## src/rtl/i2c_af_pkg.sv

```systemverilog
// Shared constants and the address class type for the I2C address front-end.
package i2c_af_pkg;
    localparam int ADDR_W = 7;
    localparam int BYTE_W = ADDR_W + 1;

    typedef enum logic [2:0] {
        CLS_PLAIN = 3'd0,
        CLS_OWN   = 3'd1,
        CLS_GCALL = 3'd2,
        CLS_NULL  = 3'd3,
        CLS_EXT   = 3'd4,
        CLS_RSVD  = 3'd5
    } addr_cls_e;
endpackage

```

## src/rtl/i2c_af_sync.sv

```systemverilog
// Multi-flop synchroniser for asynchronous bus wires.
// Assumes: inputs idle high, so reset loads ones to avoid false edges.
module i2c_af_sync #(
    parameter int STAGES = 2,
    parameter int WIDTH  = 2
) (
    input  logic             clk,
    input  logic             rst_n,
    input  logic [WIDTH-1:0] din,
    output logic [WIDTH-1:0] dout
);
    logic [WIDTH-1:0] stg [STAGES];

    // Shift the raw wire levels through the flop chain.
    always_ff @(posedge clk) begin
        if (!rst_n) begin
            for (int i = 0; i < STAGES; i++) stg[i] <= '1;
        end else begin
            stg[0] <= din;
            for (int i = 1; i < STAGES; i++) stg[i] <= stg[i-1];
        end
    end

    assign dout = stg[STAGES-1];
endmodule

```

## src/rtl/i2c_af_cond.sv

```systemverilog
// Bus condition detector: SCL edges, start/stop conditions and busy flag.
// Assumes synchronised inputs and a system clock far faster than SCL.
module i2c_af_cond (
    input  logic clk,
    input  logic rst_n,
    input  logic scl_s,
    input  logic sda_s,
    output logic start_det,
    output logic stop_det,
    output logic scl_rise,
    output logic scl_fall,
    output logic start_p,
    output logic stop_p,
    output logic busy
);
    logic scl_q, sda_q;

    // Remember the previous synchronised wire levels.
    always_ff @(posedge clk) begin
        if (!rst_n) begin
            scl_q <= 1'b1;
            sda_q <= 1'b1;
        end else begin
            scl_q <= scl_s;
            sda_q <= sda_s;
        end
    end

    // Classify the current cycle's transitions.
    always_comb begin
        start_det = scl_s && scl_q && sda_q && !sda_s;
        stop_det  = scl_s && scl_q && !sda_q && sda_s;
        scl_rise  = scl_s && !scl_q;
        scl_fall  = !scl_s && scl_q;
    end

    // Register the strobes and track bus ownership.
    always_ff @(posedge clk) begin
        if (!rst_n) begin
            start_p <= 1'b0;
            stop_p  <= 1'b0;
            busy    <= 1'b0;
        end else begin
            start_p <= start_det;
            stop_p  <= stop_det;
            if (start_det)     busy <= 1'b1;
            else if (stop_det) busy <= 1'b0;
        end
    end

    a_r1_start_single: assert property (@(posedge clk) disable iff (!rst_n)
        start_p |=> !start_p);
    a_r2_stop_single: assert property (@(posedge clk) disable iff (!rst_n)
        stop_p |=> !stop_p);
    a_r3_busy_with_start: assert property (@(posedge clk) disable iff (!rst_n)
        start_p |-> busy);
    a_r3_idle_after_stop: assert property (@(posedge clk) disable iff (!rst_n)
        stop_p |-> !busy);
    a_r3_busy_falls_on_stop: assert property (@(posedge clk) disable iff (!rst_n)
        $fell(busy) |-> stop_p);
    a_r4_never_both: assert property (@(posedge clk) disable iff (!rst_n)
        !(start_p && stop_p));
endmodule

```

## src/rtl/i2c_af_classify.sv

```systemverilog
// Address sorter: maps a 7-bit address to its class and decides the acknowledge.
// Purely combinational; reserved groups outrank the own-address compare.
module i2c_af_classify
    import i2c_af_pkg::*;
(
    input  logic [ADDR_W-1:0] addr,
    input  logic [ADDR_W-1:0] own_addr,
    input  logic              gc_en,
    output addr_cls_e         cls,
    output logic              hit
);
    localparam int GRP_W = ADDR_W - 3;

    logic [GRP_W-1:0] grp;
    assign grp = addr[ADDR_W-1 -: GRP_W];

    // Priority sort: special codes, then groups, then own compare.
    always_comb begin
        if (addr == '0)                       cls = CLS_GCALL;
        else if (addr == ADDR_W'(1))          cls = CLS_NULL;
        else if (grp == '1)                   cls = CLS_EXT;
        else if (grp == '0)                   cls = CLS_RSVD;
        else if (addr == own_addr)            cls = CLS_OWN;
        else                                  cls = CLS_PLAIN;
    end

    // Acknowledge on own address, or general call when enabled.
    assign hit = (cls == CLS_OWN) || ((cls == CLS_GCALL) && gc_en);
endmodule

```

## src/rtl/i2c_af_capture.sv

```systemverilog
// Address byte capture and acknowledge sequencer.
// Shifts SDA on SCL rises after a start, latches the sorted result on the
// eighth bit, then holds SDA low across the ninth clock on a hit.
module i2c_af_capture
    import i2c_af_pkg::*;
(
    input  logic              clk,
    input  logic              rst_n,
    input  logic              start_det,
    input  logic              stop_det,
    input  logic              scl_rise,
    input  logic              scl_fall,
    input  logic              sda_s,
    input  addr_cls_e         cls_in,
    input  logic              hit_in,
    output logic [BYTE_W-1:0] byte_next,
    output logic              valid,
    output logic [ADDR_W-1:0] addr_q,
    output logic              rw_q,
    output addr_cls_e         cls_q,
    output logic              match_q,
    output logic              oe
);
    localparam int CNT_W = $clog2(BYTE_W + 1);

    typedef enum logic [1:0] {ST_IDLE, ST_ADDR, ST_WAIT_ACK, ST_ACK} cap_st_e;

    cap_st_e          st;
    logic [CNT_W-1:0] cnt;
    logic [BYTE_W-1:0] shreg;

    // Byte value as it will be after the current SCL rise.
    assign byte_next = {shreg[BYTE_W-2:0], sda_s};

    // Capture sequencer with start/stop override.
    always_ff @(posedge clk) begin
        if (!rst_n) begin
            st      <= ST_IDLE;
            cnt     <= '0;
            shreg   <= '0;
            valid   <= 1'b0;
            addr_q  <= '0;
            rw_q    <= 1'b0;
            cls_q   <= CLS_PLAIN;
            match_q <= 1'b0;
            oe      <= 1'b0;
        end else begin
            valid <= 1'b0;
            if (stop_det) begin
                st  <= ST_IDLE;
                cnt <= '0;
                oe  <= 1'b0;
            end else if (start_det) begin
                st  <= ST_ADDR;
                cnt <= '0;
                oe  <= 1'b0;
            end else begin
                case (st)
                    ST_ADDR: if (scl_rise) begin
                        shreg <= byte_next;
                        cnt   <= cnt + 1'b1;
                        if (cnt == CNT_W'(BYTE_W - 1)) begin
                            valid   <= 1'b1;
                            addr_q  <= byte_next[BYTE_W-1:1];
                            rw_q    <= byte_next[0];
                            cls_q   <= cls_in;
                            match_q <= hit_in;
                            st      <= ST_WAIT_ACK;
                        end
                    end
                    ST_WAIT_ACK: if (scl_fall) begin
                        oe <= match_q;
                        st <= match_q ? ST_ACK : ST_IDLE;
                    end
                    ST_ACK: if (scl_fall) begin
                        oe <= 1'b0;
                        st <= ST_IDLE;
                    end
                    default: ;
                endcase
            end
        end
    end

    a_r7_drive_needs_match: assert property (@(posedge clk) disable iff (!rst_n)
        oe |-> match_q);
    a_r5_valid_single: assert property (@(posedge clk) disable iff (!rst_n)
        valid |=> !valid);
    a_r7_no_drive_at_valid: assert property (@(posedge clk) disable iff (!rst_n)
        valid |-> !oe);
    a_r10_stop_releases: assert property (@(posedge clk) disable iff (!rst_n)
        stop_det |=> !oe);
    a_r5_result_stable: assert property (@(posedge clk) disable iff (!rst_n)
        !valid |-> $stable(addr_q));
endmodule

```

## src/rtl/i2c_addr_frontend.sv

```systemverilog
// I2C target address front-end top: synchroniser, condition detector,
// byte capture and address sorter. Runs on a clock far faster than SCL.
module i2c_addr_frontend
    import i2c_af_pkg::*;
#(
    parameter int SYNC_STAGES = 2
) (
    input  logic       clk,
    input  logic       rst_n,
    input  logic       scl_i,
    input  logic       sda_i,
    input  logic [6:0] own_addr,
    input  logic       gc_en,
    output logic       sda_oe,
    output logic       bus_busy,
    output logic       start_pulse,
    output logic       stop_pulse,
    output logic       addr_valid,
    output logic [6:0] addr_out,
    output logic       rw_out,
    output logic [2:0] addr_class,
    output logic       addr_ack
);
    logic [1:0]        wires_s;
    logic              start_det, stop_det, scl_rise, scl_fall;
    logic [BYTE_W-1:0] byte_next;
    addr_cls_e         cls_c, cls_q;
    logic              hit_c;

    i2c_af_sync #(.STAGES(SYNC_STAGES), .WIDTH(2)) u_sync (
        .clk(clk), .rst_n(rst_n), .din({scl_i, sda_i}), .dout(wires_s)
    );

    i2c_af_cond u_cond (
        .clk(clk), .rst_n(rst_n), .scl_s(wires_s[1]), .sda_s(wires_s[0]),
        .start_det(start_det), .stop_det(stop_det),
        .scl_rise(scl_rise), .scl_fall(scl_fall),
        .start_p(start_pulse), .stop_p(stop_pulse), .busy(bus_busy)
    );

    i2c_af_classify u_cls (
        .addr(byte_next[BYTE_W-1:1]), .own_addr(own_addr), .gc_en(gc_en),
        .cls(cls_c), .hit(hit_c)
    );

    i2c_af_capture u_cap (
        .clk(clk), .rst_n(rst_n), .start_det(start_det), .stop_det(stop_det),
        .scl_rise(scl_rise), .scl_fall(scl_fall), .sda_s(wires_s[0]),
        .cls_in(cls_c), .hit_in(hit_c), .byte_next(byte_next),
        .valid(addr_valid), .addr_q(addr_out), .rw_q(rw_out),
        .cls_q(cls_q), .match_q(addr_ack), .oe(sda_oe)
    );

    assign addr_class = cls_q;

    a_r7_ack_reported: assert property (@(posedge clk) disable iff (!rst_n)
        sda_oe |-> addr_ack && bus_busy);
endmodule

```

## config.mk

```make
export PLATFORM = sky130hd
export DESIGN_NAME = i2c_addr_frontend
export DESIGN_NICKNAME = d
export VERILOG_FILES = /design/src/rtl/i2c_af_pkg.sv /design/src/rtl/i2c_af_sync.sv /design/src/rtl/i2c_af_cond.sv /design/src/rtl/i2c_af_classify.sv /design/src/rtl/i2c_af_capture.sv /design/src/rtl/i2c_addr_frontend.sv
export SDC_FILE = /design/constraint.sdc
export NUM_CORES = 1
export LEC_CHECK = 0
export BUFFER_PORTS_ARGS = -buffer_cell sky130_fd_sc_hd__buf_4
export CELL_PAD_IN_SITES_DETAIL_PLACEMENT = 1
export CELL_PAD_IN_SITES_GLOBAL_PLACEMENT = 2
export CORE_ASPECT_RATIO = 1.4
export CORE_MARGIN = 1
export CORE_UTILIZATION = 31
export DETAILED_ROUTE_END_ITERATION = 6
export GPL_ROUTABILITY_DRIVEN = 0
export GPL_TIMING_DRIVEN = 0
export PLACE_DENSITY_LB_ADDON = 0.1
export SLEW_MARGIN = 40
export SYNTH_ARGS = -nofsm -noshare
export SYNTH_HDL_FRONTEND = slang
export SYNTH_HIERARCHICAL = 1
export SYNTH_SLANG_ARGS = --single-unit
```

## constraint.sdc

```tcl
create_clock -name clk -period 1.8 [get_ports clk]
set_input_delay 0.18 -clock clk [delete_from_list [all_inputs] [get_ports clk]]
set_output_delay 0.18 -clock clk [all_outputs]
set_load 0.03 [all_outputs]
```

==> reports/metrics.cfg <==
[grt]
grt_pass1_vias = 1261
antenna_found_initial = 0
grt_max_degree = 13
overflow = 0
grt_pass1_wl_um = 5960
grtUsageTotal_pct = 14.1

[clock_network]
htree_num_levels = 2
cts_hold_buf = 0
cts_root_buffer = clkbuf_8
clkSinkCount = 36
cts_made_buffers = 5
tritoncts = done
clk_pin_slew_ns = 0.08
clock_latency_ns = 0.29
clock_path_buffers = 2

[critical_path]
endpoint_kind = flop
cp.arrival_ns = 1.92
cp.required_ns = 1.98
crit_type = reg2reg
startpoint_type = flop
worstPathMaxFanout = 5

[timing]
rsz0062_at_grt = no
layout_min_cycle_time_ns = 1.74
finalSetupTns_ns = 0
finalMaxSlewViolations = 0
tightestPinTransition_ns = 0.402
timing.final.crit_share_pct = 96.5
timing.final.hold_violations = 0
max_slew_margin_pct = 73.2
skew_ns = 0.00672
setup_viol = 0
fmax_ghz = 0.576
whs_ns = 0.0752

[detailed_routing]
totalWireLength_um = 3690
ant_nets = 0
dr.pass1.iters = 4
drtIter0Drc = 25
vias = 1228
via_per_inst = 4.63
avgRoutedWirePerCell_um = 13.9
drc = 0

[job]
cap_viol_max_count = 0

[run_status]
run_status = finished clean

[pwr]
vdd.ir_drop.worst_v = 0.000338
total_power_uw = 1640
power.leakage_uw = 0.000784
power_density_mw_per_mm2 = 773

[floorplan]
coreArea_mm2 = 0.00516
rows = 31
start_util_pct = 31.9
die_y_um = 88.2
die_x_um = 63.6
die_area_mm2 = 0.00561
num_io_pins = 29

[layout]
area_growth_syn_to_layout_pct = 28.7
drive_gt1_share_pct = 29.6
fin_area_mm2 = 0.00212
diodes = 0
nNetsFinal = 214

[place]
port-buffer-count = 28
dp_hpwl_um = 2710
place_area_mm2 = 0.00194

[yosys]
netlist_area_mm2 = 0.00165
synthesis.nets = 176
ys_warn_count = 6
syn_inst = 160
syn_area_per_cell_um2 = 10.3

[hold_path]
hold_path_class = in2reg

cells in the final DEF (no fill, tap or decap), types with 2 or more instances in the layout:
cell	n
nand2_1	5
o31ai_1	3
ha_1	3
nor2b_1	20
clkbuf_1	3
nand4b_1	2
inv_1	2
dfxtp_2	2
nor2_1	6
o21ai_0	2
nand2b_1	7
nand4_1	2
dfxtp_1	33
a311oi_1	2
nand3_1	4
and2_1	2
clkbuf_8	5
xor2_1	2
xnor2_1	7
a21oi_1	5
buf_4	33
mux2i_1	20
power breakdown:
group	switching, µW	internal (µW)	total (µW)	leakage, µW
Clock	300	410	710	0.0000541
Sequential	11.0	806	817	0.000291
Combinational	49.9	59.8	110	0.000439
Total	361	1280	1640	0.000784
critical path: stages, from the launching register on:
cell       delay [ns]
dfxtp_2          0.36
and4b_4          0.21
and4bb_1         0.28
and4b_2          0.33
clkbuf_16        0.18
mux2i_1          0.19
nor2b_1          0.06
cell type report:
| type | count | area [µm²] |
|---|---|---|
| plain buffers | 4 | 31.3 |
| clock buffers | 5 | 68.8 |
| clock inverters | 3 | 42.5 |
| fillers | 578 | 3040 |
| inverters | 3 | 11.3 |
| multi-input cells | 113 | 871 |
| flip-flops and latches | 36 | 727 |
| well taps | 66 | 82.6 |
| repair buffers | 35 | 284 |
metal layers:
metal	global-route usage, %	vias up	wire length (µm)	share of wire [%]
met4	6.20	0	62	1.7
met5	0	-	0	0
li1	-	623	-	-
met2	26.3	18	2040	55
met3	3.13	6	113	3.1
met1	15.1	581	1480	40
stage by stage:
step	setup WS, ns	instances	utilization, %
after floorplan	0.0109	160	-
after global placement	-0.196	254	37.6
after detailed placement	-0.242	254	37.6
after CTS	-0.00743	264	40.3
after global routing	0.00157	265	41.1
final	0.0639	265	41.1
path summary, 6_finish.rpt:
| kind | from | to | slack, ns | depth (start not counted) |
|---|---|---|---|---|
| worst max-delay path | u_cond/scl_q | u_cap/addr_q[1] | 0.06 | 6 |
| worst min-delay path | sda_i | u_sync/stg[0][0] | 0.08 | 2 |
| worst max register to register | u_cond/scl_q | u_cap/addr_q[1] | 0.06 | 6 |
| worst min register to register | u_sync/stg[0][0] | u_sync/stg[0][2] | 0.41 | 1 |
what timing repair did:
item,4_1_cts,5_1_grt
pin swaps,1,1
gates cloned,0,1
buffers inserted,3,3
gates resized for setup,7,7
endpoints found under the setup margin,13,12
flip-flops by register name, indices dropped and copies added (netlist names):
name	count
u_cap/match_q	1
u_cap/st	2
u_cond/start_p	1
u_cap/valid	1
u_cap/rw_q	1
u_sync/stg	4
u_cond/stop_p	1
u_cap/cls_q	3
u_cap/addr_q	7
u_cond/busy	1
u_cap/shreg	7
u_cond/sda_q	1
u_cap/oe	1
u_cap/cnt	4
u_cond/scl_q	1
Note: power is estimated with default switching activity, not from simulation.
